File: src/rtl/dfly_pkg.sv
package dfly_pkg;
    typedef enum logic [1:0] {
        ST_IDLE = 2'd0,
        ST_DRAW = 2'd1,
        ST_RESP = 2'd2
    } rc_state_e;

    localparam logic [15:0] LFSR_SEED = 16'hACE1;
endpackage

File: src/rtl/dfly_lfsr.sv
module dfly_lfsr #(
    parameter int W = 16,
    parameter logic [W-1:0] SEED = '1
) (
    input  logic         clk,
    input  logic         rst_n,
    output logic [W-1:0] value
);
    logic [W-1:0] q;
    logic         fb;

    // taps for x^16 + x^14 + x^13 + x^11 + 1
    assign fb = q[W-1] ^ q[W-3] ^ q[W-4] ^ q[W-6];

    always_ff @(posedge clk) begin
        if (!rst_n) q <= SEED;
        else        q <= {q[W-2:0], fb};
    end

    assign value = q;

    assert_lfsr_live_R7: assert property (@(posedge clk) disable iff (!rst_n)
        q != '0);
endmodule

File: src/rtl/dfly_port_sel.sv
module dfly_port_sel #(
    parameter int P_TERM = 2,
    parameter int A_RTR  = 4,
    parameter int H_GLB  = 2,
    localparam int GRPS  = A_RTR * H_GLB + 1,
    localparam int TW    = $clog2(P_TERM),
    localparam int RW    = $clog2(A_RTR),
    localparam int GW    = $clog2(GRPS),
    localparam int NPORT = P_TERM + A_RTR - 1 + H_GLB,
    localparam int PW    = $clog2(NPORT)
) (
    input  logic [GW-1:0] here_grp,
    input  logic [RW-1:0] here_rtr,
    input  logic [GW-1:0] goal_grp,
    input  logic [RW-1:0] goal_rtr,
    input  logic [TW-1:0] goal_term,
    output logic [PW-1:0] port
);
    localparam int LOC_BASE = P_TERM;
    localparam int GLB_BASE = P_TERM + A_RTR - 1;

    function automatic int local_port(input int peer, input int self);
        return LOC_BASE + ((peer < self) ? peer : peer - 1);
    endfunction

    int link_j;
    int owner;
    int sel;

    always_comb begin
        link_j = int'(goal_grp) + GRPS - 1 - int'(here_grp);
        if (link_j >= GRPS) link_j = link_j - GRPS;
        owner = link_j / H_GLB;
        if (goal_grp == here_grp) begin
            if (goal_rtr == here_rtr) sel = int'(goal_term);
            else                      sel = local_port(int'(goal_rtr), int'(here_rtr));
        end else if (owner == int'(here_rtr)) begin
            sel = GLB_BASE + (link_j % H_GLB);
        end else begin
            sel = local_port(owner, int'(here_rtr));
        end
        port = PW'(sel);
    end
endmodule

File: src/rtl/dfly_route_unit.sv
module dfly_route_unit
    import dfly_pkg::*;
#(
    parameter int P_TERM = 2,
    parameter int A_RTR  = 4,
    parameter int H_GLB  = 2,
    localparam int GRPS  = A_RTR * H_GLB + 1,
    localparam int TW    = $clog2(P_TERM),
    localparam int RW    = $clog2(A_RTR),
    localparam int GW    = $clog2(GRPS),
    localparam int NW    = GW + RW + TW,
    localparam int NPORT = P_TERM + A_RTR - 1 + H_GLB,
    localparam int PW    = $clog2(NPORT)
) (
    input  logic          clk,
    input  logic          rst_n,
    input  logic [GW-1:0] cur_group,
    input  logic [RW-1:0] cur_router,
    input  logic          req_valid,
    input  logic [NW-1:0] req_dst,
    input  logic          req_valiant,
    input  logic          req_inject,
    input  logic          req_phase,
    input  logic [GW-1:0] req_inter,
    output logic          resp_valid,
    output logic [PW-1:0] resp_port,
    output logic          resp_phase,
    output logic [GW-1:0] resp_inter
);
    rc_state_e     state_q, state_d;
    logic [NW-1:0] dst_q;
    logic          val_q, inj_q, phase_q;
    logic [GW-1:0] inter_q;
    logic [15:0]   rnd;
    logic [GW-1:0] cand;
    logic          cand_ok;
    logic [GW-1:0] dst_grp;
    logic [RW-1:0] dst_rtr;
    logic [TW-1:0] dst_term;
    logic [GW-1:0] goal_grp;
    logic          phase_out;

    assign dst_grp  = dst_q[NW-1 -: GW];
    assign dst_rtr  = dst_q[TW +: RW];
    assign dst_term = dst_q[0 +: TW];

    dfly_lfsr #(.W(16), .SEED(LFSR_SEED)) rng_i (
        .clk(clk), .rst_n(rst_n), .value(rnd)
    );

    assign cand    = GW'(int'(rnd) % GRPS);
    assign cand_ok = (cand != cur_group) && (cand != dst_grp);

    // next-state logic
    always_comb begin
        state_d = state_q;
        unique case (state_q)
            ST_IDLE: if (req_valid) state_d = (req_valiant && req_inject) ? ST_DRAW : ST_RESP;
            ST_DRAW: if (cand_ok)   state_d = ST_RESP;
            ST_RESP: state_d = ST_IDLE;
            default: state_d = ST_IDLE;
        endcase
    end

    // state register
    always_ff @(posedge clk) begin
        if (!rst_n) state_q <= ST_IDLE;
        else        state_q <= state_d;
    end

    // request capture and intermediate group draw
    always_ff @(posedge clk) begin
        if (!rst_n) begin
            dst_q   <= '0;
            val_q   <= 1'b0;
            inj_q   <= 1'b0;
            phase_q <= 1'b0;
            inter_q <= '0;
        end else if (state_q == ST_IDLE && req_valid) begin
            dst_q   <= req_dst;
            val_q   <= req_valiant;
            inj_q   <= req_inject;
            phase_q <= req_phase && !req_inject;
            inter_q <= req_inter;
        end else if (state_q == ST_DRAW && cand_ok) begin
            inter_q <= cand;
        end
    end

    // target group and phase update
    always_comb begin
        if (!val_q || phase_q || (cur_group == inter_q)) begin
            goal_grp  = dst_grp;
            phase_out = 1'b1;
        end else begin
            goal_grp  = inter_q;
            phase_out = 1'b0;
        end
    end

    dfly_port_sel #(.P_TERM(P_TERM), .A_RTR(A_RTR), .H_GLB(H_GLB)) sel_i (
        .here_grp (cur_group),
        .here_rtr (cur_router),
        .goal_grp (goal_grp),
        .goal_rtr (dst_rtr),
        .goal_term(dst_term),
        .port     (resp_port)
    );

    // outputs
    always_comb begin
        resp_valid = (state_q == ST_RESP);
        resp_phase = phase_out;
        resp_inter = inter_q;
    end

    // input contract: requests only while idle
    assert_req_when_idle_R6: assert property (@(posedge clk) disable iff (!rst_n)
        req_valid |-> state_q == ST_IDLE);
    assert_resp_single_R6: assert property (@(posedge clk) disable iff (!rst_n)
        resp_valid |=> !resp_valid);
    assert_min_latency_R6: assert property (@(posedge clk) disable iff (!rst_n)
        (req_valid && !(req_valiant && req_inject)) |=> resp_valid);
    assert_inter_excl_R7: assert property (@(posedge clk) disable iff (!rst_n)
        (resp_valid && val_q && inj_q) |-> (resp_inter != cur_group && resp_inter != dst_grp
                                            && int'(resp_inter) < GRPS));
    assert_inject_phase_R7: assert property (@(posedge clk) disable iff (!rst_n)
        (resp_valid && val_q && inj_q) |-> !resp_phase);
    assert_phase_keep_R10: assert property (@(posedge clk) disable iff (!rst_n)
        (resp_valid && val_q && !inj_q && phase_q) |-> resp_phase);
    assert_port_range_R4: assert property (@(posedge clk) disable iff (!rst_n)
        resp_valid |-> int'(resp_port) < NPORT);
    assert_term_only_home_R2: assert property (@(posedge clk) disable iff (!rst_n)
        (resp_valid && int'(resp_port) < P_TERM) |-> (cur_group == dst_grp && cur_router == dst_rtr));
endmodule

File: config.mk
export PLATFORM = sky130hd
export DESIGN_NAME = dfly_route_unit
export DESIGN_NICKNAME = d
export VERILOG_FILES = /design/src/rtl/dfly_pkg.sv /design/src/rtl/dfly_lfsr.sv /design/src/rtl/dfly_port_sel.sv /design/src/rtl/dfly_route_unit.sv
export SDC_FILE = /design/constraint.sdc
export NUM_CORES = 1
export LEC_CHECK = 0
export BUFFER_PORTS_ARGS = -buffer_cell sky130_fd_sc_hd__buf_4
export CAP_MARGIN = 0
export CORE_UTILIZATION = 60
export CTS_CLUSTER_DIAMETER = 80
export DETAILED_ROUTE_END_ITERATION = 6
export GPL_ROUTABILITY_DRIVEN = 1
export GPL_TIMING_DRIVEN = 0
export PLACE_DENSITY_LB_ADDON = 0.25
export RECOVER_POWER = 25
export SYNTH_ARGS = -nofsm -noshare
export SYNTH_HDL_FRONTEND = slang
export SYNTH_SLANG_ARGS = --single-unit
File: constraint.sdc
create_clock -name clk -period 34.2 [get_ports clk]
set_input_delay 6.84 -clock clk [delete_from_list [all_inputs] [get_ports clk]]
set_output_delay 6.84 -clock clk [all_outputs]
set_load 0.005 [all_outputs]
# Word level (Yosys, flattened, before mapping)
# Index checks and enable logic that the tools add are counted.
# word_totals
ff_bits	31
inputBits	23
word_cells	60
# op_classes
n_addsub	10
div	1
n_lt_le_gt_ge	3
eq_ne	10
n_mux	14
bitwise	4
n_reduce_logical	12
# ops
operator	count
32-bit by 1-bit adder with 32-bit output	1
32-bit by 3-bit equality test with 1-bit output	1
32-bit by 5-bit >= comparator with 1-bit output, second input constant	1
32-bit by 3-bit < comparator with 1-bit output	1
17-bit by 5-bit remainder unit with 32-bit output, second input constant	1
32-bit 2-to-1 mux	1
32-bit by 2-bit subtractor with 32-bit output, second input constant	1
32-bit by 5-bit subtractor with 32-bit output	1
32-bit by 5-bit subtractor with 32-bit output, second input constant	1
3-bit 2-to-1 mux	5
4-bit 2-to-1 mux	3
4-bit equality test	2
4-bit != test	2
3-bit adder, first input constant	2
2-bit 2-to-1 mux	3
4-bit by 4-bit adder with 5-bit output, second input constant	1
1-bit logical AND	5
2-bit != test, second input constant	2
2-bit case mux with 2 select lines	1
3-bit by 2-bit adder with 3-bit output, first input constant	1
2-bit by 1-bit subtractor with 3-bit output, second input constant	1
3-bit by 2-bit subtractor with 3-bit output, second input constant	1
1-bit bitwise XOR	3
2-bit by 1-bit equality test with 1-bit output, second input constant	1
10 further kinds	12

# Logic depth before layout (Yosys ltp)
# depth
depth_word	16
mapped_depth	52

# By module
# Synthesis repeated with hierarchy kept, for this count alone.
# hier_totals
cells_unflattened	1011
area_unflattened_um2	7495.9
# by_module_without_submodules
mod	instances	cells_each	area_per_inst_um2
dfly_route_unit	1	789	5611.6
dfly_port_sel	1	186	1426.4
dfly_lfsr	1	36	457.9

# Least setup slack after synthesis
# No wires, ideal clock.
# synth_path
path_type	input -> output
startpoint	input port cur_group[2]
endpoint	output port resp_port[2]
arrival_time_ps	12060
required_time_ps	27360
slack_ps	15300
cell_stages	26
path_buffers	0
cell_sequence	xnor2_1 > nand4_1 > nand3b_1 > mux2i_1 > inv_1 > ha_1 > fa_1 > a21o_1 > a21oi_1 > ha_1 > and3b_1 > a21oi_1 > a31oi_1 > nor2_1 > ha_1 > nand2_1 > nor4_1 > nand2_1 > o31ai_1 > o21ai_0 > o32ai_1 > nor2_1 > xnor2_1 > xnor2_1 > a21oi_1 > a31o_2
# synth_via
elab_chain_cells	15
elab_cells_between_ends	20
cone_classes	add/sub: 8; order compare: 2; eq/ne: 3; mux: 5; bitwise: 1; reduce/logical: 1
# synth_rtl
element	line_no	text
start: declaration	dfly_route_unit.sv:17	input logic [GW-1:0] cur_group,
4-bit equality test	dfly_route_unit.sv:92	if (!val_q || phase_q || (cur_group == inter_q)) begin
1-bit logical OR	dfly_route_unit.sv:92	
4-bit 2-to-1 mux	dfly_route_unit.sv:92	
4-bit by 4-bit adder with 5-bit output	dfly_port_sel.sv:31	link_j = int'(goal_grp) + GRPS - 1 - int'(here_grp);
32-bit by 2-bit subtractor with 32-bit output	dfly_port_sel.sv:31	
32-bit by 5-bit subtractor with 32-bit output	dfly_port_sel.sv:31	
32-bit by 5-bit subtractor with 32-bit output or 32-bit by 5-bit >= comparator with 1-bit output (tied branches)	dfly_port_sel.sv:32	if (link_j >= GRPS) link_j = link_j - GRPS;
32-bit 2-to-1 mux	dfly_port_sel.sv:32	
1-bit AND (no source line)	-	
32-bit by 1-bit adder with 32-bit output (no source line)	-	
32-bit by 3-bit < comparator with 1-bit output or 3-bit by 2-bit subtractor with 3-bit output (tied branches)	dfly_port_sel.sv:23	return LOC_BASE + ((peer < self) ? peer : peer - 1);
3-bit 2-to-1 mux	dfly_port_sel.sv:23	
3-bit adder	dfly_port_sel.sv:23	
3-bit 2-to-1 mux	dfly_port_sel.sv:37	end else if (owner == int'(here_rtr)) begin
3-bit 2-to-1 mux (*)	dfly_port_sel.sv:34	if (goal_grp == here_grp) begin
end: declaration	dfly_route_unit.sv:26	output logic [PW-1:0] resp_port,
# Every way passes the cells marked *; elsewhere a longest branch is shown, timed or not.

# Final worst setup path
# layout_path
startpoint	input port cur_group[3]
endpoint	output port resp_port[2]
# Same word-level chain as after synthesis.

==> reports/results.tsv <==
metric	value	unit
min_period_over_period	58.62	%
p_int	0.2482	mW
drtIter0Drc	670	
wirelength	19750	um
clockBufferDepth	2	
floorplan.rows	38	
synth_area_leaders	dfxtp_1 9.0%, xnor2_1 5.6%, nand2_1 5.4%	
finalHoldViolations	0	
pwr-share-seq	7.5	%
mappedNetlistArea	0.006924	mm^2
utilization	67.85	%
diodes	0	
p_comb_share	84.2	%
avgSynthCellArea	7.051	um^2
finalSetupTns	0	ns
cts_tree	yes	
dpl.cell_count	1152	
cts_resized	0	
synth_cell_types	112	
die_x	109.4	um
synthFlopType	dfxtp_1	
p_leak	2.780	nW
postSynthCellCount	982	
worst_slack	14.15	ns
portBuffers	30	
cts_max_level	2	
powerDensity	74.71	mW/mm^2
dr.pass1.iters	5	
async_flop_share	0	%
dp_worst_setup_slack	14.28	ns
antenna_left	0	
syn_nets	1027	
crit_fanout	8	
grt_pass1_vias	6887	
drc	0	
fin_nets	1064	
max_freq	49.88	MHz
ff2ff_path_depth	45	
yosys.area.top_type_share	8.963	%
vias	7872	
holdCritPathClass	register to register	
hold_path_depth	2	
drive_gt1_share	13.14	%
critPathKind	input pin to output pin	
clkSinkCount	31	
finalClockSkew	0.004565	ns
cts.clk_slew.worst_paths	0.05	ns
clockPowerShare	8.3	%
cp_data_required_time	27.36	ns
die_y	109.4	um
numCtsBuffers	5	
min_period	20.05	ns
cap_viol_max_count	0	
viasPerCell	6.786	
crit_path_end_kind	output pin	
core_area	0.01103	mm^2
slew_headroom	28.41	%
cp.arrival	13.21	ns
dp_hpwl	15220	um
grt_pass1_wl	32570	um
grtUsageTotal	32.88	%
setup_violations	0	
gp_congestion	0.9483	
postCtsSetupBuffers	0	
start_util	62.77	%
grt_max_degree	11	
fin_hold_ws	0.4491	ns
report.final.slew_viol_count	0	
io_pins	32	
postCtsHoldBufs	0	
syn2layout_area_growth	8.095	%
antenna_found_initial	0	
switchingPower	0.3110	mW
ys_seq_elements	31	
place_area	0.007325	mm^2
grt_setup_unrepaired	no	
insertion_delay	0.27	ns
cp-start-kind	input pin	
final_cells	1160	
worst_pin_slew	1.064	ns
ys_seq_area_share	8.963	%
ir_drop	0.06157	mV
synth_area_leader_cell	dfxtp_1	
synth_edf_count	0	
ys_warn_count	0	
swShare	55.62	%
root_buffer	clkbuf_16	
fin_area	0.007485	mm^2
status	completed	
wl_per_cell	17.02	um
overflow	0	
die_area	0.01197	mm^2
power	0.5592	mW
layout by cell type, fill, tap and decap left out, types with 21 or more instances in the layout:
cell type	netlist	layout
nand2_1	100	100
nor2_1	87	87
a21oi_1	66	66
xnor2_1	44	44
o21ai_0	42	42
inv_1	37	37
nand3_1	37	37
buf_4	7	35
dfxtp_1	31	31
nor3_1	30	30
and2_1	21	21
ha_1	21	21
power groups by stage:
stage	Combinational, mW	Clock, mW	Sequential (mW)
6_report	0.471	0.0463	0.0420
5_1_grt	0.516	0.0485	0.0422
4_1_cts	0.459	0.0464	0.0419
3_5_place_dp	0.456	0	0.0426
3_3_place_gp	0.451	0	0.0425
2_1_floorplan	0.366	0	0.0417
per-layer routing:
| metal | wire (um) | GRT usage (%) |
|---|---|---|
| met1 | 9008 | 46.81 |
| met4 | 317 | 7.619 |
| met5 | 0 | 0 |
| met2 | 8898 | 53.41 |
| met3 | 1524 | 2.845 |
flip-flops by register name, summed over array words and instances (netlist names):
signal / cells
val_q: 1
resp_inter: 4
state_q: 2
phase_q: 1
dst_q: 7
rng_i.value: 16
cell type report:
cell class,count,area (um^2)
clock inverters,1,7.507
multi-input cells,871,5942
clock buffers,7,152.6
fillers,1023,3546
repair buffers,30,225.2
flip-flops and latches,31,620.6
inverters,42,157.7
plain buffers,38,203.9
well taps,140,175.2
cells in the mapped netlist (7+ instances only):
cell type  instances
o22ai_1            9
o21ai_1           19
nand4_1           20
nor2_1            87
or3_1             12
clkbuf_1          18
nor3b_1            8
and2_1            21
nand2b_1          11
xor2_1            14
a21oi_1           66
o21a_1             8
o211ai_1          11
nor3_1            30
mux2_2             7
a221oi_1           7
or2_2              7
nor2b_1           17
o21ai_0           42
and3_1            19
o31ai_1           11
buf_2             10
a21o_1            11
inv_1             37
dfxtp_1           31
or4_1              7
nor4_1            15
a211oi_1          14
nand3_1           37
nand2_1          100
ha_1              21
buf_4              7
a31oi_1           19
mux2i_1           15
xnor2_1           44
critical path: stages:
cell	delay, ns
buf_4	0.14
xnor2_1	0.14
nand4_1	0.14
nand3b_1	0.31
mux2i_1	0.34
inv_1	0.08
ha_1	0.33
fa_1	0.44
a21o_1	0.18
a21oi_1	0.20
ha_1	0.31
and3b_1	0.21
a21oi_1	0.47
a31oi_1	0.33
nor2_1	0.19
ha_1	0.18
nand2_1	0.08
nor4_1	0.37
nand2_1	0.10
o31ai_1	0.20
o21ai_0	0.16
o32ai_1	0.56
nor2_1	0.11
xnor2_1	0.22
xnor2_1	0.14
a21oi_1	0.08
a31o_2	0.24
buf_4	0.13
final timing paths:
| kind | start | to | slack (ns) |
|---|---|---|---|
| worst max-delay path | cur_group[3] | resp_port[2] | 14.15 |
| worst min-delay path | phase_q | phase_q | 0.45 |
| worst max register to register | rng_i.value[12] | resp_inter[0] | 19.96 |
| worst min register to register | phase_q | phase_q | 0.45 |
kinds of logic after synthesis:
family / after synthesis / share of synthesized area (%)
AND/OR/NAND/NOR: 438 / 35.27
XOR/XNOR: 59 / 7.571
flip-flops: 31 / 8.963
adder cells (fa/ha/maj): 25 / 4.536
buffers and inverters: 80 / 5.222
AO/OA/AOI/OAI: 326 / 34.91
multiplexers: 23 / 3.524
Note: power is estimated with default switching activity, not from simulation.
